`config.mk`:
```
export PLATFORM = sky130hd
export DESIGN_NAME = gpio_rmw_port
export DESIGN_NICKNAME = d
export VERILOG_FILES = /design/src/rtl/gpio_rmw_pkg.sv /design/src/rtl/gpio_sync.sv /design/src/rtl/gpio_read_mux.sv /design/src/rtl/gpio_bit_alu.sv /design/src/rtl/gpio_rmw_port.sv
export SDC_FILE = /design/constraint.sdc
export NUM_CORES = 1
export LEC_CHECK = 0
export ABC_AREA = 1
export BUFFER_PORTS_ARGS = -buffer_cell sky130_fd_sc_hd__buf_2
export CORE_MARGIN = 1.5
export CORE_UTILIZATION = 34
export CTS_CLUSTER_DIAMETER = 80
export CTS_CLUSTER_SIZE = 28
export DETAILED_ROUTE_END_ITERATION = 8
export GPL_ROUTABILITY_DRIVEN = 0
export PLACE_DENSITY = 0.52
export SYNTH_ARGS = -nofsm -noshare
export SYNTH_HDL_FRONTEND = slang
export SYNTH_SLANG_ARGS = --single-unit
```
`constraint.sdc`:
```
create_clock -name clk_i -period 2.7 [get_ports clk_i]
set_input_delay 0.27 -clock clk_i [delete_from_list [all_inputs] [get_ports clk_i]]
set_output_delay 0.27 -clock clk_i [all_outputs]
set_load 0.01 [all_outputs]
```
`src/rtl/gpio_rmw_pkg.sv`:
```
package gpio_rmw_pkg;
  typedef enum logic [1:0] {
    OP_WRITE  = 2'b00,
    OP_SET    = 2'b01,
    OP_CLEAR  = 2'b10,
    OP_TOGGLE = 2'b11
  } port_op_e;
endpackage

```
`src/rtl/gpio_sync.sv`:
```
module gpio_sync #(
  parameter int WIDTH  = 8,
  parameter int STAGES = 2
) (
  input  logic             clk_i,
  input  logic             rst_ni,
  input  logic [WIDTH-1:0] d_i,
  output logic [WIDTH-1:0] q_o
);
  logic [WIDTH-1:0] stage_q [STAGES];

  for (genvar s = 0; s < STAGES; s++) begin : g_stage
    if (s == 0) begin : g_first
      always_ff @(posedge clk_i or negedge rst_ni)
        if (!rst_ni) stage_q[s] <= '0;
        else         stage_q[s] <= d_i;
    end else begin : g_next
      always_ff @(posedge clk_i or negedge rst_ni)
        if (!rst_ni) stage_q[s] <= '0;
        else         stage_q[s] <= stage_q[s-1];
    end
  end

  assign q_o = stage_q[STAGES-1];
endmodule

```
`src/rtl/gpio_read_mux.sv`:
```
module gpio_read_mux #(
  parameter int WIDTH = 8
) (
  input  logic [WIDTH-1:0] mode_i,   // 1 = input
  input  logic [WIDTH-1:0] latch_i,
  input  logic [WIDTH-1:0] pin_i,
  output logic [WIDTH-1:0] merged_o
);
  for (genvar b = 0; b < WIDTH; b++) begin : g_bit
    assign merged_o[b] = mode_i[b] ? pin_i[b] : latch_i[b];
  end
endmodule

```
`src/rtl/gpio_bit_alu.sv`:
```
module gpio_bit_alu
  import gpio_rmw_pkg::*;
#(
  parameter  int WIDTH = 8,
  localparam int IdxW  = $clog2(WIDTH)
) (
  input  port_op_e         op_i,
  input  logic [IdxW-1:0]  idx_i,
  input  logic [WIDTH-1:0] src_i,
  input  logic [WIDTH-1:0] wdata_i,
  output logic [WIDTH-1:0] result_o
);
  logic [WIDTH-1:0] mask;

  always_comb begin
    mask = '0;
    mask[idx_i] = 1'b1;
    unique case (op_i)
      OP_WRITE:  result_o = wdata_i;
      OP_SET:    result_o = src_i | mask;
      OP_CLEAR:  result_o = src_i & ~mask;
      OP_TOGGLE: result_o = src_i ^ mask;
      default:   result_o = src_i;
    endcase
  end
endmodule

```
`src/rtl/gpio_rmw_port.sv`:
```
module gpio_rmw_port
  import gpio_rmw_pkg::*;
#(
  parameter  int WIDTH       = 8,
  parameter  int SYNC_STAGES = 2,
  localparam int IdxW        = $clog2(WIDTH)
) (
  input  logic             clk_i,
  input  logic             rst_ni,
  input  logic             sel_i,
  input  logic             we_i,
  input  logic             addr_i,
  input  logic [1:0]       op_i,
  input  logic [IdxW-1:0]  bit_i,
  input  logic [WIDTH-1:0] wdata_i,
  output logic [WIDTH-1:0] rdata_o,
  input  logic [WIDTH-1:0] pin_i,
  output logic [WIDTH-1:0] pin_o,
  output logic [WIDTH-1:0] pin_oe_o
);
  localparam logic ADDR_PORT = 1'b0;
  localparam logic ADDR_MODE = 1'b1;

  logic [WIDTH-1:0] mode_q, latch_q, pin_sync, port_rd, latch_nxt, mode_nxt;
  logic             port_wr, mode_wr;
  port_op_e         op;

  assign op      = port_op_e'(op_i);
  assign port_wr = sel_i && we_i && (addr_i == ADDR_PORT);
  assign mode_wr = sel_i && we_i && (addr_i == ADDR_MODE);

  gpio_sync #(.WIDTH(WIDTH), .STAGES(SYNC_STAGES)) i_sync (
    .clk_i (clk_i),
    .rst_ni(rst_ni),
    .d_i   (pin_i),
    .q_o   (pin_sync)
  );

  // Per-bit source: shared by bus reads and the RMW path
  gpio_read_mux #(.WIDTH(WIDTH)) i_rd_mux (
    .mode_i  (mode_q),
    .latch_i (latch_q),
    .pin_i   (pin_sync),
    .merged_o(port_rd)
  );

  gpio_bit_alu #(.WIDTH(WIDTH)) i_port_alu (
    .op_i    (op),
    .idx_i   (bit_i),
    .src_i   (port_rd),
    .wdata_i (wdata_i),
    .result_o(latch_nxt)
  );

  gpio_bit_alu #(.WIDTH(WIDTH)) i_mode_alu (
    .op_i    (op),
    .idx_i   (bit_i),
    .src_i   (mode_q),
    .wdata_i (wdata_i),
    .result_o(mode_nxt)
  );

  always_ff @(posedge clk_i or negedge rst_ni) begin
    if (!rst_ni) begin
      latch_q <= '0;
      mode_q  <= '1;
    end else begin
      if (port_wr) latch_q <= latch_nxt;
      if (mode_wr) mode_q  <= mode_nxt;
    end
  end

  assign rdata_o  = (addr_i == ADDR_MODE) ? mode_q : port_rd;
  assign pin_o    = latch_q;
  assign pin_oe_o = ~mode_q;

  // ---------------- assertions ----------------
  a_r1_byte_write: assert property (@(posedge clk_i) disable iff (!rst_ni)
    (sel_i && we_i && !addr_i && op_i == 2'b00) |=> pin_o == $past(wdata_i));

  a_r4_latch_hold: assert property (@(posedge clk_i) disable iff (!rst_ni)
    !(sel_i && we_i && !addr_i) |=> $stable(pin_o));

  a_r7_set_bit: assert property (@(posedge clk_i) disable iff (!rst_ni)
    (sel_i && we_i && !addr_i && op_i == 2'b01) |=> pin_o[$past(bit_i)]);

  a_r7_clear_bit: assert property (@(posedge clk_i) disable iff (!rst_ni)
    (sel_i && we_i && !addr_i && op_i == 2'b10) |=> !pin_o[$past(bit_i)]);

  // untargeted bits come from latch (outputs) or synced pin (inputs)
  a_r8_rmw_merge: assert property (@(posedge clk_i) disable iff (!rst_ni)
    (sel_i && we_i && !addr_i && op_i != 2'b00) |=>
      (((pin_o ^ (($past(pin_o) & $past(pin_oe_o)) | ($past(pin_sync) & ~$past(pin_oe_o))))
        & ~(WIDTH'(1) << $past(bit_i))) == '0));

  a_r6_read_outputs: assert property (@(posedge clk_i) disable iff (!rst_ni)
    !addr_i |-> ((rdata_o ^ pin_o) & pin_oe_o) == '0);

  a_r9_mode_isolated: assert property (@(posedge clk_i) disable iff (!rst_ni)
    !(sel_i && we_i && addr_i) |=> $stable(pin_oe_o));
endmodule

```
==> results of run 1 <==
[flip-flops by register name, indices dropped and copies added, names as in the netlist]
signal,count
i_sync.q_o,8
i_sync.stage_q,8
mode_q,8
pin_o,8
[metal layers]
layer	vias to the layer above	GRT usage, %
met2	42	28.0
met1	935	22.0
met3	5	3.41
met5	-	0
met4	0	4.40
li1	1087	-
[logic make-up after synthesis]
family	count (synthesis)
and+or+nand+nor	164
buffers and inverters	75
adders and majority gates	32
DFF	32
AOI/OAI and AO/OA	16
[report_power, final]
group | internal (mW) | switching, mW
clock network | 0.175 | 0.183
logic | 0.233 | 0.339
registers | 0.566 | 0.0597
[layout by cell type (no fill, tap or decap), drive strengths merged]
| master | count |
|---|---|
| inv | 61 |
| dfrtp | 24 |
| clkbuf | 6 |
| o21a | 8 |
| nor2 | 42 |
| clkinv | 2 |
| ha | 32 |
| nand2 | 49 |
| o21ai | 8 |
| nand3 | 73 |
| dfstp | 8 |
| buf | 50 |
[metrics by stage]
stage	utilization (%)	cells
after floorplan	-	319
after global placement	39.1	452
after detailed placement	39.1	452
after CTS	40.3	459
after global routing	40.3	459
final	40.3	459
[layout make-up]
| cell class | count | share of cell area [%] |
|---|---|---|
| inverter | 62 | 8.64 |
| timing repair buffer | 50 | 9.24 |
| clock inverter | 1 | 0.183 |
| sequential | 32 | 29.6 |
| clock buffer | 6 | 2.65 |
| tap | 96 | 4.39 |
| multi-input combinational | 212 | 45.3 |
[worst max-delay path: cells and delay by family, from the launching register on]
kind	cells	cell delay, ns
AO/OA/AOI/OAI	2	0.32
AND/OR/NAND/NOR	1	0.06
flip-flops	1	0.57
buffers and inverters	1	0.17
[worst paths after layout]
check                                   startpoint                 end  slack [ns]  cells after the start
worst max-delay path                     mode_q[0]          rdata_o[0]        1.03                      4
worst min-delay path                        rst_ni       i_sync.q_o[6]        0.06                      1
worst max register to register           mode_q[2]            pin_o[2]        1.19                      8
worst min register to register  i_sync.stage_q[13]       i_sync.q_o[5]        0.35                      0
max in group asynchronous                   rst_ni            pin_o[2]        2.15                      1
min in group clk_i                        pin_i[7]  i_sync.stage_q[15]        0.09                      1
==> metrics.md, run 1 <==
| Metric | Value |
|---|---|
| Post-Synthesis Cells | 319 |
| Met2 wire length | 2790 um |
| Post-synthesis xor/xnor area fraction | 0% |
| DP Area | 2660 sq um |
| Achievable Freq | 0.598 GHz |
| Antenna diodes | 0 |
| Initial Utilization | 35.3% |
| Setup Skew | 0.00402 ns |
| Clock tree buffer depth | 2 |
| Hold/Removal Path Class | input pin to asynchronous set/reset pin |
| Top cells by count, synth | 72 x nand3_1, 59 x inv_1, 48 x nand2_1 |
| Inserted Clock Buffers | 5 |
| Asr flop ratio synth | 100% |
| Sequential standard cell area | 811 sq um |
| DP HPWL | 4060 um |
| Post-synth EDFFs | 0 |
| Die height | 87.0 um |
| Setup WS pre-CTS | 1.18 ns |
| Largest stage delay, worst path | 0.57 ns |
| PostCTS Resize Cnt | 0 |
| CTS tree | done |
| Final period util | 61.9% |
| Met1 Wirelength | 2710 um |
| Number of fill cells | 721 |
| Worst-path clk slew | 0.07 ns |
| CTS Root Cell | clkbuf_8 |
| CP startpoint kind | register |
| Synth Area in Compound Gates | 4.17% |
| Number of routed nets with antenna violations | 0 |
| Peak VDD IR | 0.241 mV |
| Total Power | 1.56 mW |
| Max-slew violations | 0 |
| Post-Route WL | 5810 um |
| Synth Register Bits | 32 |
| Ports | 50 |
| Syn_area_per_cell | 7.52 sq um |
| WHS | 0.0608 ns |
| Post-Synth Adder-Cell Area | 16.7% |
| Detailed Route Iter0 Violations | 81 |
| Post-route cell area | 2740 sq um |
| CP Class | register to output port |
| Prevailing post-synth register cell | dfrtp_1 |
| Netlist cell types | 19 |
| Unrepaired setup endpoints after global routing | no |
| Top-count cell post-synth | nand3_1 |
| Run status | finished, final reports clean |
| CTS sink cnt | 32 |
| Share of post-route cells with drive strength above 1 | 19.6% |
| Mapped cell area | 2400 sq um |
| Grt total ovfl | 0 |
| First-pass GRT wire length | 9630 um |
| Antenna violations before repair | 0 |
| Worst Setup Slack, final | 1.03 ns |
| Row count | 30 |
| Vias in the first global route | 1908 |
| Slew headroom | 48.3% |
| Yosys warning total | 0 |
| Post-CTS Setup Inserts | 0 |
| Setup_tns | 0 ns |
| Area growth, synth to finish | 14.1% |
| Vias per cell | 4.51 |
| Highest Signal Layer | met4 |
| Die Area | 7570 sq um |
| CP required | 2.43 ns |
| Register area share after synthesis | 33.8% |
| Largest net degree at the start of global routing | 35 |
| Pwr Density | 569 nW/um^2 |
| Measured slew at the worst slew-check pin | 0.775 ns |
| Critical path capture point type | output port |
| H-tree depth | 2 |
| Vias after detailed routing | 2069 |
| Setup violators final | 0 |
| Post-synth top area share | 25.0% |
| Main area contributors after synthesis | dfrtp_1 25%, ha_1 17%, nand3_1 15%, inv_1 9.2%, dfstp_2 8.8% |
| Nets | 421 |
| Hold Buf Count CTS | 0 |
| CP arrival | 1.40 ns |
| Gr usage total | 16.8% |
| Mux contribution to synthesized area | 0% |
| CP max stage cell | dfstp_2 |
| Simple-gate portion of the synthesized area | 30.8% |
| Final hold vios | 0 |
| Die width | 87.0 um |
| Pre-antenna DRT Iters | 4 |
| Synth Net Count | 377 |
| Port buffer count | 49 |
| Tmin final | 1.67 ns |
| Clock latency on the worst-skew pair | 0.28 ns |
| Core area | 6790 sq um |
| Worst-path fanout max | 5 |
| Multi-input gate area | 1240 sq um |
| Largest family of logic cells by synthesized area | simple AND/OR/NAND/NOR gates |
| Metal3 WL | 258 um |
| Max-cap viol count | 0 |
| DRC | 0 |
| Wire per inst | 12.7 um |
| Leak Pwr | 1.52 nW |
| Sequence of cells on the critical path | nand2_1 -> o21a_1 -> o21ai_0 -> buf_2 |
| Dominant cell type by area after synthesis | dfrtp_1 |
Power figures use the tool's default switching activity.
==> inputs of run 2 (changes only) <==
Clock period 2.7 ns to 1.55 ns, I/O delays scaled along.
==> run 2 against run 1 <==
Sequential share of layout area down 2.7 points. Clock power up 73%. Hold slack better by 0.15 ns. Via count up 4.6%. Critical path type unchanged.
==> metrics.md, run 2 (same netlist as run 1, synthesis figures left out) <==
| Metric | Value |
|---|---|
| Die height | 87.0 um (unchanged) |
| Finished Layout Cells | 484 (was 459) |
| Measured slew at the worst slew-check pin | 0.437 ns (was 0.775 ns) |
| Peak VDD IR | 0.557 mV (was 0.241 mV) |
| Achievable Freq | 0.655 GHz |
| Number of fill cells | 725 (was 721) |
| Share of post-route cells with drive strength above 1 | 24.7% (was 19.6%) |
| CP arrival | 1.37 ns (was 1.40 ns) |
| Clock latency on the worst-skew pair | 0.28 ns (about the same) |
| Area growth, synth to finish | 25.3% (was 14.1%) |
| Pre-antenna DRT Iters | 6 (was 4) |
| Hold/Removal Path Class | input pin to register (was input pin to asynchronous set/reset pin) |
| CTS Root Cell | clkbuf_8 (unchanged) |
| GRT busiest layer | met2 (unchanged) |
| Final hold vios | 0 (unchanged) |
| H-tree depth | 2 (unchanged) |
| Slew headroom | 70.9% (was 48.3%) |
| Post-route cell area | 3010 sq um (was 2740 sq um) |
| M3 GR Usage | 3.13% (was 3.41%) |
| Nets | 445 (was 421) |
| CP startpoint kind | register (unchanged) |
| Setup WS pre-CTS | 0.0541 ns (was 1.18 ns) |
| Wire per inst | 12.0 um (was 12.7 um) |
| CP required | 1.39 ns (was 2.43 ns) |
| Vias per cell | 4.47 (was 4.51) |
| WHS | 0.212 ns (was 0.0608 ns) |
| CP max stage cell | dfstp_2 (unchanged) |
| Critical path capture point type | output port (unchanged) |
| Antenna diodes | 0 (unchanged) |
| Largest net degree at the start of global routing | 20 (was 35) |
| Met1 Usage GRT | 22.0% (about the same) |
| Max-slew violations | 0 (unchanged) |
| Detailed Route Iter0 Violations | 81 (unchanged) |
| CTS sink cnt | 32 (unchanged) |
| Die Area | 7570 sq um (unchanged) |
| Worst Setup Slack, final | 0.0239 ns (was 1.03 ns) |
| Die width | 87.0 um (unchanged) |
| Number of routed nets with antenna violations | 0 (unchanged) |
| Initial Utilization | 35.3% (unchanged) |
| Worst-path fanout max | 3 (was 5) |
| Vias after detailed routing | 2165 (was 2069) |
| Clock tree buffer depth | 2 (unchanged) |
| Ports | 50 (unchanged) |
| DP HPWL | 4240 um (was 4060 um) |
| DP Area | 2740 sq um (was 2660 sq um) |
| Setup violators final | 0 (unchanged) |
| Worst-path clk slew | 0.07 ns (about the same) |
| Row count | 30 (unchanged) |
| Largest stage delay, worst path | 0.54 ns (was 0.57 ns) |
| Tmin final | 1.53 ns |
| Final period util | 98.5% |
| DRC | 0 (unchanged) |
| Antenna violations before repair | 0 (unchanged) |
| Gr usage total | 16.7% (was 16.8%) |
| Pwr Density | 958 nW/um^2 (was 569 nW/um^2) |
| GRT met2 Usage | 28.5% (was 28.0%) |
| Dpl cells | 461 (was 452) |
| Run status | finished, final reports clean (unchanged) |
| Most frequent cells in the layout | 69 x nand3_1, 56 x inv_1, 49 x buf_2, 47 x nand2_1, 38 x nor2_1 (was 72 x nand3_1, 59 x inv_1, 49 x buf_2, 48 x nand2_1, 40 x nor2_1) |
| Most common cell after layout, fill and taps aside | nand3_1 (unchanged) |
| Unrepaired setup endpoints after global routing | yes (was no) |
| Post-Route WL | 5820 um (was 5810 um) |
| Inserted Clock Buffers | 5 (unchanged) |
| Port buffer count | 49 (unchanged) |
| Setup_tns | 0 ns (unchanged) |
| Leak Pwr | 1.64 nW (was 1.52 nW) |
| Setup Skew | 0.00599 ns (was 0.00402 ns) |
| Sequence of cells on the critical path | nand2_1 -> o21a_1 -> buf_6 -> o21ai_1 -> buf_2 (was nand2_1 -> o21a_1 -> o21ai_0 -> buf_2) |
| Max-cap viol count | 0 (unchanged) |
| Grt total ovfl | 0 (unchanged) |
| Vias in the first global route | 2097 (was 1908) |
| CP Class | register to output port (unchanged) |
| CTS tree | done (unchanged) |
| Core area | 6790 sq um (unchanged) |
| First-pass GRT wire length | 9940 um (was 9630 um) |
## run 2: area by class of cell
cell class	instances	area, sq um	share of cell area (%)
clock buffer	8	80.1	2.66
sequential	32	811	27.0
tap	96	120	4.00
multi-input combinational	212	1290	42.8
inverter	62	236	7.87
timing repair buffer	74	472	15.7
## run 2: final timing paths
| kind | from | endpoint | slack [ns] | cells past startpoint |
|---|---|---|---|---|
| max | mode_q[4] | rdata_o[4] | 0.02 | 5 |
| min | wdata_i[2] | pin_o[2] | 0.21 | 5 |
| max reg2reg | mode_q[3] | pin_o[3] | 0.05 | 8 |
| min reg2reg | i_sync.stage_q[10] | i_sync.q_o[2] | 0.35 | 0 |
| max in group asynchronous | rst_ni | mode_q[5] | 0.68 | 3 |
| min in group asynchronous | rst_ni | i_sync.stage_q[9] | 0.35 | 2 |
## run 2: layer usage
metal | share of wire (%) | wire (um)
met5 | 0 | 0
met4 | 0.93 | 54
met3 | 3.8 | 221
met2 | 47 | 2760
met1 | 48 | 2790
## run 2: timing repair
item / CTS / global route
pin swaps: 0 / 20
hold buffers: 9 / 0
hold endpoints to repair: 20 / 0
resized for setup: 1 / 18
setup buffers: 0 / 6
endpoints found under the setup margin: 1 / 15
## run 2: through the flow
stage	utilization, %	total power, mW
4_1_cts	42.8	2.83
2_1_floorplan	-	1.79
3_3_place_gp	40.3	2.14
6_report	44.2	2.88
5_1_grt	44.2	3.15
3_5_place_dp	40.3	2.17
## run 2: where the power goes
part           total (mW)  switching (mW)  internal (mW)
clock network       0.622           0.303          0.319
logic                1.18           0.651          0.529
registers            1.08          0.0931          0.985
total                2.88            1.05           1.83
## run 2: critical path, delay by kind of cell (launching register included)
kind | cells | cell delay [ns]
simple gates | 1 | 0.05
compound gates | 2 | 0.24
buf+inv | 2 | 0.27
flops | 1 | 0.54
==> inputs of run 3 (changes only) <==
Settings changed: ABC_AREA 1 to 0, PLACE_DENSITY 0.52 to 0.53.
==> run 3 against run 2 <==
The flow now finishes with violations (negative setup slack). Largest power group unchanged. Clock skew fell by 0.0025 ns. Non-clock buffer count rose by 39. Clock power rose by 8.5%. Synthesized cell count fell by 39%. Critical path depth fell by 1. Routed wire length fell by 5.8%. First-iteration DRC count fell by 36%. Sequential cell count did not move. Core utilization rose by 9.7 points. Worst setup slack got worse by 0.24 ns. Critical path type is now register to register. Final cell count fell by 20%. Highest routed layer unchanged. Fmax fell by 14%.
==> metrics.md, run 3 <==
| Metric | Value |
|---|---|
| Setup_tns | -3.29 ns (was 0 ns) |
| Pre-antenna DRT Iters | 4 (was 6) |
| Worst-path fanout max | 4 (was 3) |
| CP Class | register to register (was register to output port) |
| Core area | 6280 sq um (was 6790 sq um) |
| Setup Skew | 0.00348 ns (was 0.00599 ns) |
| CTS Root Cell | clkbuf_8 (unchanged) |
| Yosys warning total | 0 (unchanged) |
| Netlist cell types | 24 (was 19) |
| Min-Delay Startpoint | wdata_i[3] (was wdata_i[2]) |
| First-pass GRT wire length | 8680 um (was 9940 um) |
| Synth Register Bits | 32 (unchanged) |
| Mapped cell area | 2190 sq um (was 2400 sq um) |
| Die Area | 6920 sq um (was 7570 sq um) |
| Worst Setup Slack, final | -0.218 ns (was 0.0239 ns) |
| Vias per cell | 4.71 (was 4.47) |
| Die height | 83.2 um (was 87.0 um) |
| Top-count cell post-synth | inv_1 (was nand3_1) |
| DP HPWL | 3960 um (was 4240 um) |
| Max-slew violations | 0 (unchanged) |
| Synth Net Count | 253 (was 377) |
| Vias after detailed routing | 1815 (was 2165) |
| Run status | complete, but fails checks (was finished, final reports clean) |
| Peak VDD IR | 0.587 mV (was 0.557 mV) |
| Grt total ovfl | 0 (unchanged) |
| Post-synth top area share | 27.5% (was 25.0%) |
| Number of fill cells | 555 (was 725) |
| Gr usage total | 15.9% (was 16.7%) |
| M3 GR Usage | 2.68% (was 3.13%) |
| Tmin final | 1.77 ns (was 1.53 ns) |
| Slew headroom | 67.9% (was 70.9%) |
| Post-Route WL | 5490 um (was 5820 um) |
| DRC | 0 (unchanged) |
| Initial Utilization | 34.8% (was 35.3%) |
| Largest net degree at the start of global routing | 33 (was 20) |
| Asr flop ratio synth | 100% (unchanged) |
| Setup violators final | 21 (was 0) |
| Critical path capture point type | register (was output port) |
| Register area share after synthesis | 37.1% (was 33.8%) |
| Port buffer count | 49 (unchanged) |
| Most common cell after layout, fill and taps aside | buf_2 (was nand3_1) |
| CP max stage cell | dfstp_2 (unchanged) |
| Finished Core Util | 53.9% (was 44.2%) |
| CTS tree | done (unchanged) |
| Die width | 83.2 um (was 87.0 um) |
| Sequence of cells on the critical path | mux2_4 -> ha_4 -> mux4_2 -> o21ai_1 (was nand2_1 -> o21a_1 -> buf_6 -> o21ai_1 -> buf_2) |
| Most frequent cells in the layout | 49 x buf_2, 43 x buf_4, 29 x inv_1, 24 x dfrtp_1, 18 x ha_1 (was 69 x nand3_1, 56 x inv_1, 49 x buf_2, 47 x nand2_1, 38 x nor2_1) |
| CP required | 1.76 ns (was 1.39 ns) |
| Share of post-route cells with drive strength above 1 | 58.4% (was 24.7%) |
| Reg2reg start | mode_q[4] (was mode_q[3]) |
| CTS sink cnt | 32 (unchanged) |
| Unrepaired setup endpoints after global routing | yes (unchanged) |
| Leak Pwr | 1.65 nW (was 1.64 nW) |
| Prevailing post-synth register cell | dfrtp_1 (unchanged) |
| CP startpoint kind | register (unchanged) |
| Number of routed nets with antenna violations | 0 (unchanged) |
| Inserted Clock Buffers | 5 (unchanged) |
| Syn_area_per_cell | 11.2 sq um (was 7.52 sq um) |
| Dominant cell type by area after synthesis | dfrtp_1 (unchanged) |
| Final period util | 114% (was 98.5%) |
| Worst-path clk slew | 0.07 ns (about the same) |
| Setup WS pre-CTS | -0.240 ns (was 0.0541 ns) |
| Achievable Freq | 0.565 GHz (was 0.655 GHz) |
| Pwr Density | 1230 nW/um^2 (was 958 nW/um^2) |
| Clock tree buffer depth | 2 (unchanged) |
| Clock latency on the worst-skew pair | 0.28 ns (about the same) |
| GRT busiest layer | met2 (unchanged) |
| Top cells by count, synth | 36 x inv_1, 32 x ha_1, 24 x dfrtp_1 (was 72 x nand3_1, 59 x inv_1, 48 x nand2_1) |
| Final hold vios | 0 (unchanged) |
| Antenna violations before repair | 0 (unchanged) |
| Met1 Usage GRT | 19.2% (was 22.0%) |
| Max-cap viol count | 0 (unchanged) |
| Failing checks | negative setup slack |
| Antenna diodes | 0 (unchanged) |
| Ports | 50 (unchanged) |
| Vias in the first global route | 1807 (was 2097) |
| Hold/Removal Path Class | input pin to register (unchanged) |
| Post-Synthesis Cells | 195 (was 319) |
| Area growth, synth to finish | 54.8% (was 25.3%) |
| Main area contributors after synthesis | dfrtp_1 27%, ha_1 18%, dfstp_2 9.6%, mux4_2 8.2%, inv_1 6.2% (was dfrtp_1 25%, ha_1 17%, nand3_1 15%, inv_1 9.2%, dfstp_2 8.8%) |
| CP arrival | 1.98 ns (was 1.37 ns) |
| Critical path launch point | mode_q[4] (unchanged) |
| Measured slew at the worst slew-check pin | 0.480 ns (was 0.437 ns) |
| Detailed Route Iter0 Violations | 52 (was 81) |
| Post-synth EDFFs | 0 (unchanged) |
| Nets | 365 (was 445) |
| H-tree depth | 2 (unchanged) |
| Row count | 29 (was 30) |
| GRT met2 Usage | 27.7% (was 28.5%) |
| Largest stage delay, worst path | 0.58 ns (was 0.54 ns) |
| Wire per inst | 14.2 um (was 12.0 um) |
[run 3: final timing paths]
kind	end	depth (start not counted)	slack, ns
worst max-delay path	pin_o[4]	4	-0.22
worst min register to register	i_sync.q_o[5]	0	0.35
worst min-delay path	mode_q[3]	3	0.21
max in group asynchronous	mode_q[3]	3	0.79
min in group asynchronous	pin_o[6]	3	0.42
worst max register to register	pin_o[4]	4	-0.22
[run 3: power breakdown]
group	switching (mW)	leakage [nW]	internal, mW
combinational	0.970	1.23	1.33
clock	0.312	0.0455	0.362
sequential	0.134	0.371	1.05
total	1.42	1.65	2.75
[run 3: logic make-up after synthesis]
family          share of synthesized area (%)
compound gates                           6.41
fa+ha+maj                                18.3
buf+inv                                  9.56
flops                                    37.1
mux                                      21.1
simple gates                             7.56
[run 3: worst max-delay path, delay by kind of cell, from the launching register on]
| kind | cells | cell delay [ns] |
|---|---|---|
| mux | 2 | 0.78 |
| flops | 1 | 0.58 |
| fa+ha+maj | 1 | 0.21 |
| compound gates | 1 | 0.12 |
[run 3: cell type report]
type	instances	area (sq um)	share of cell area [%]
multi-input cells	119	1440	42.6
flip-flops and latches	32	811	24.0
repair buffers	113	802	23.7
inverters	36	143	4.22
well taps	77	96.3	2.85
clock buffers	8	90.1	2.66
[run 3: metal layers]
metal,wire length [um],part of all wire (%),up-vias
li1,-,-,889
met1,2520,46,882
met5,0,0,-
met3,159,2.9,12
met2,2690,49,32
met4,120,2.2,0
[run 3: through the flow]
stage / instances / instance area [sq um] / power, mW / hold WS (ns)
after floorplan: 195 / 2300 / 2.22 / -0.141
after global placement: 361 / 2940 / 3.03 / 0.213
after detailed placement: 361 / 2940 / 3.09 / 0.207
after CTS: 382 / 3240 / 3.98 / 0.198
after global routing: 385 / 3380 / 4.49 / 0.231
final: 385 / 3380 / 4.16 / 0.213
[run 3: timing repair]
action | in CTS | in global routing
gates resized for setup | 22 | 28
buffers inserted | 4 | 5
endpoints found under the setup margin | 21 | 24
hold buffers | 9 | 0
pin swaps | 15 | 10
endpoints found under the hold margin | 32 | 0
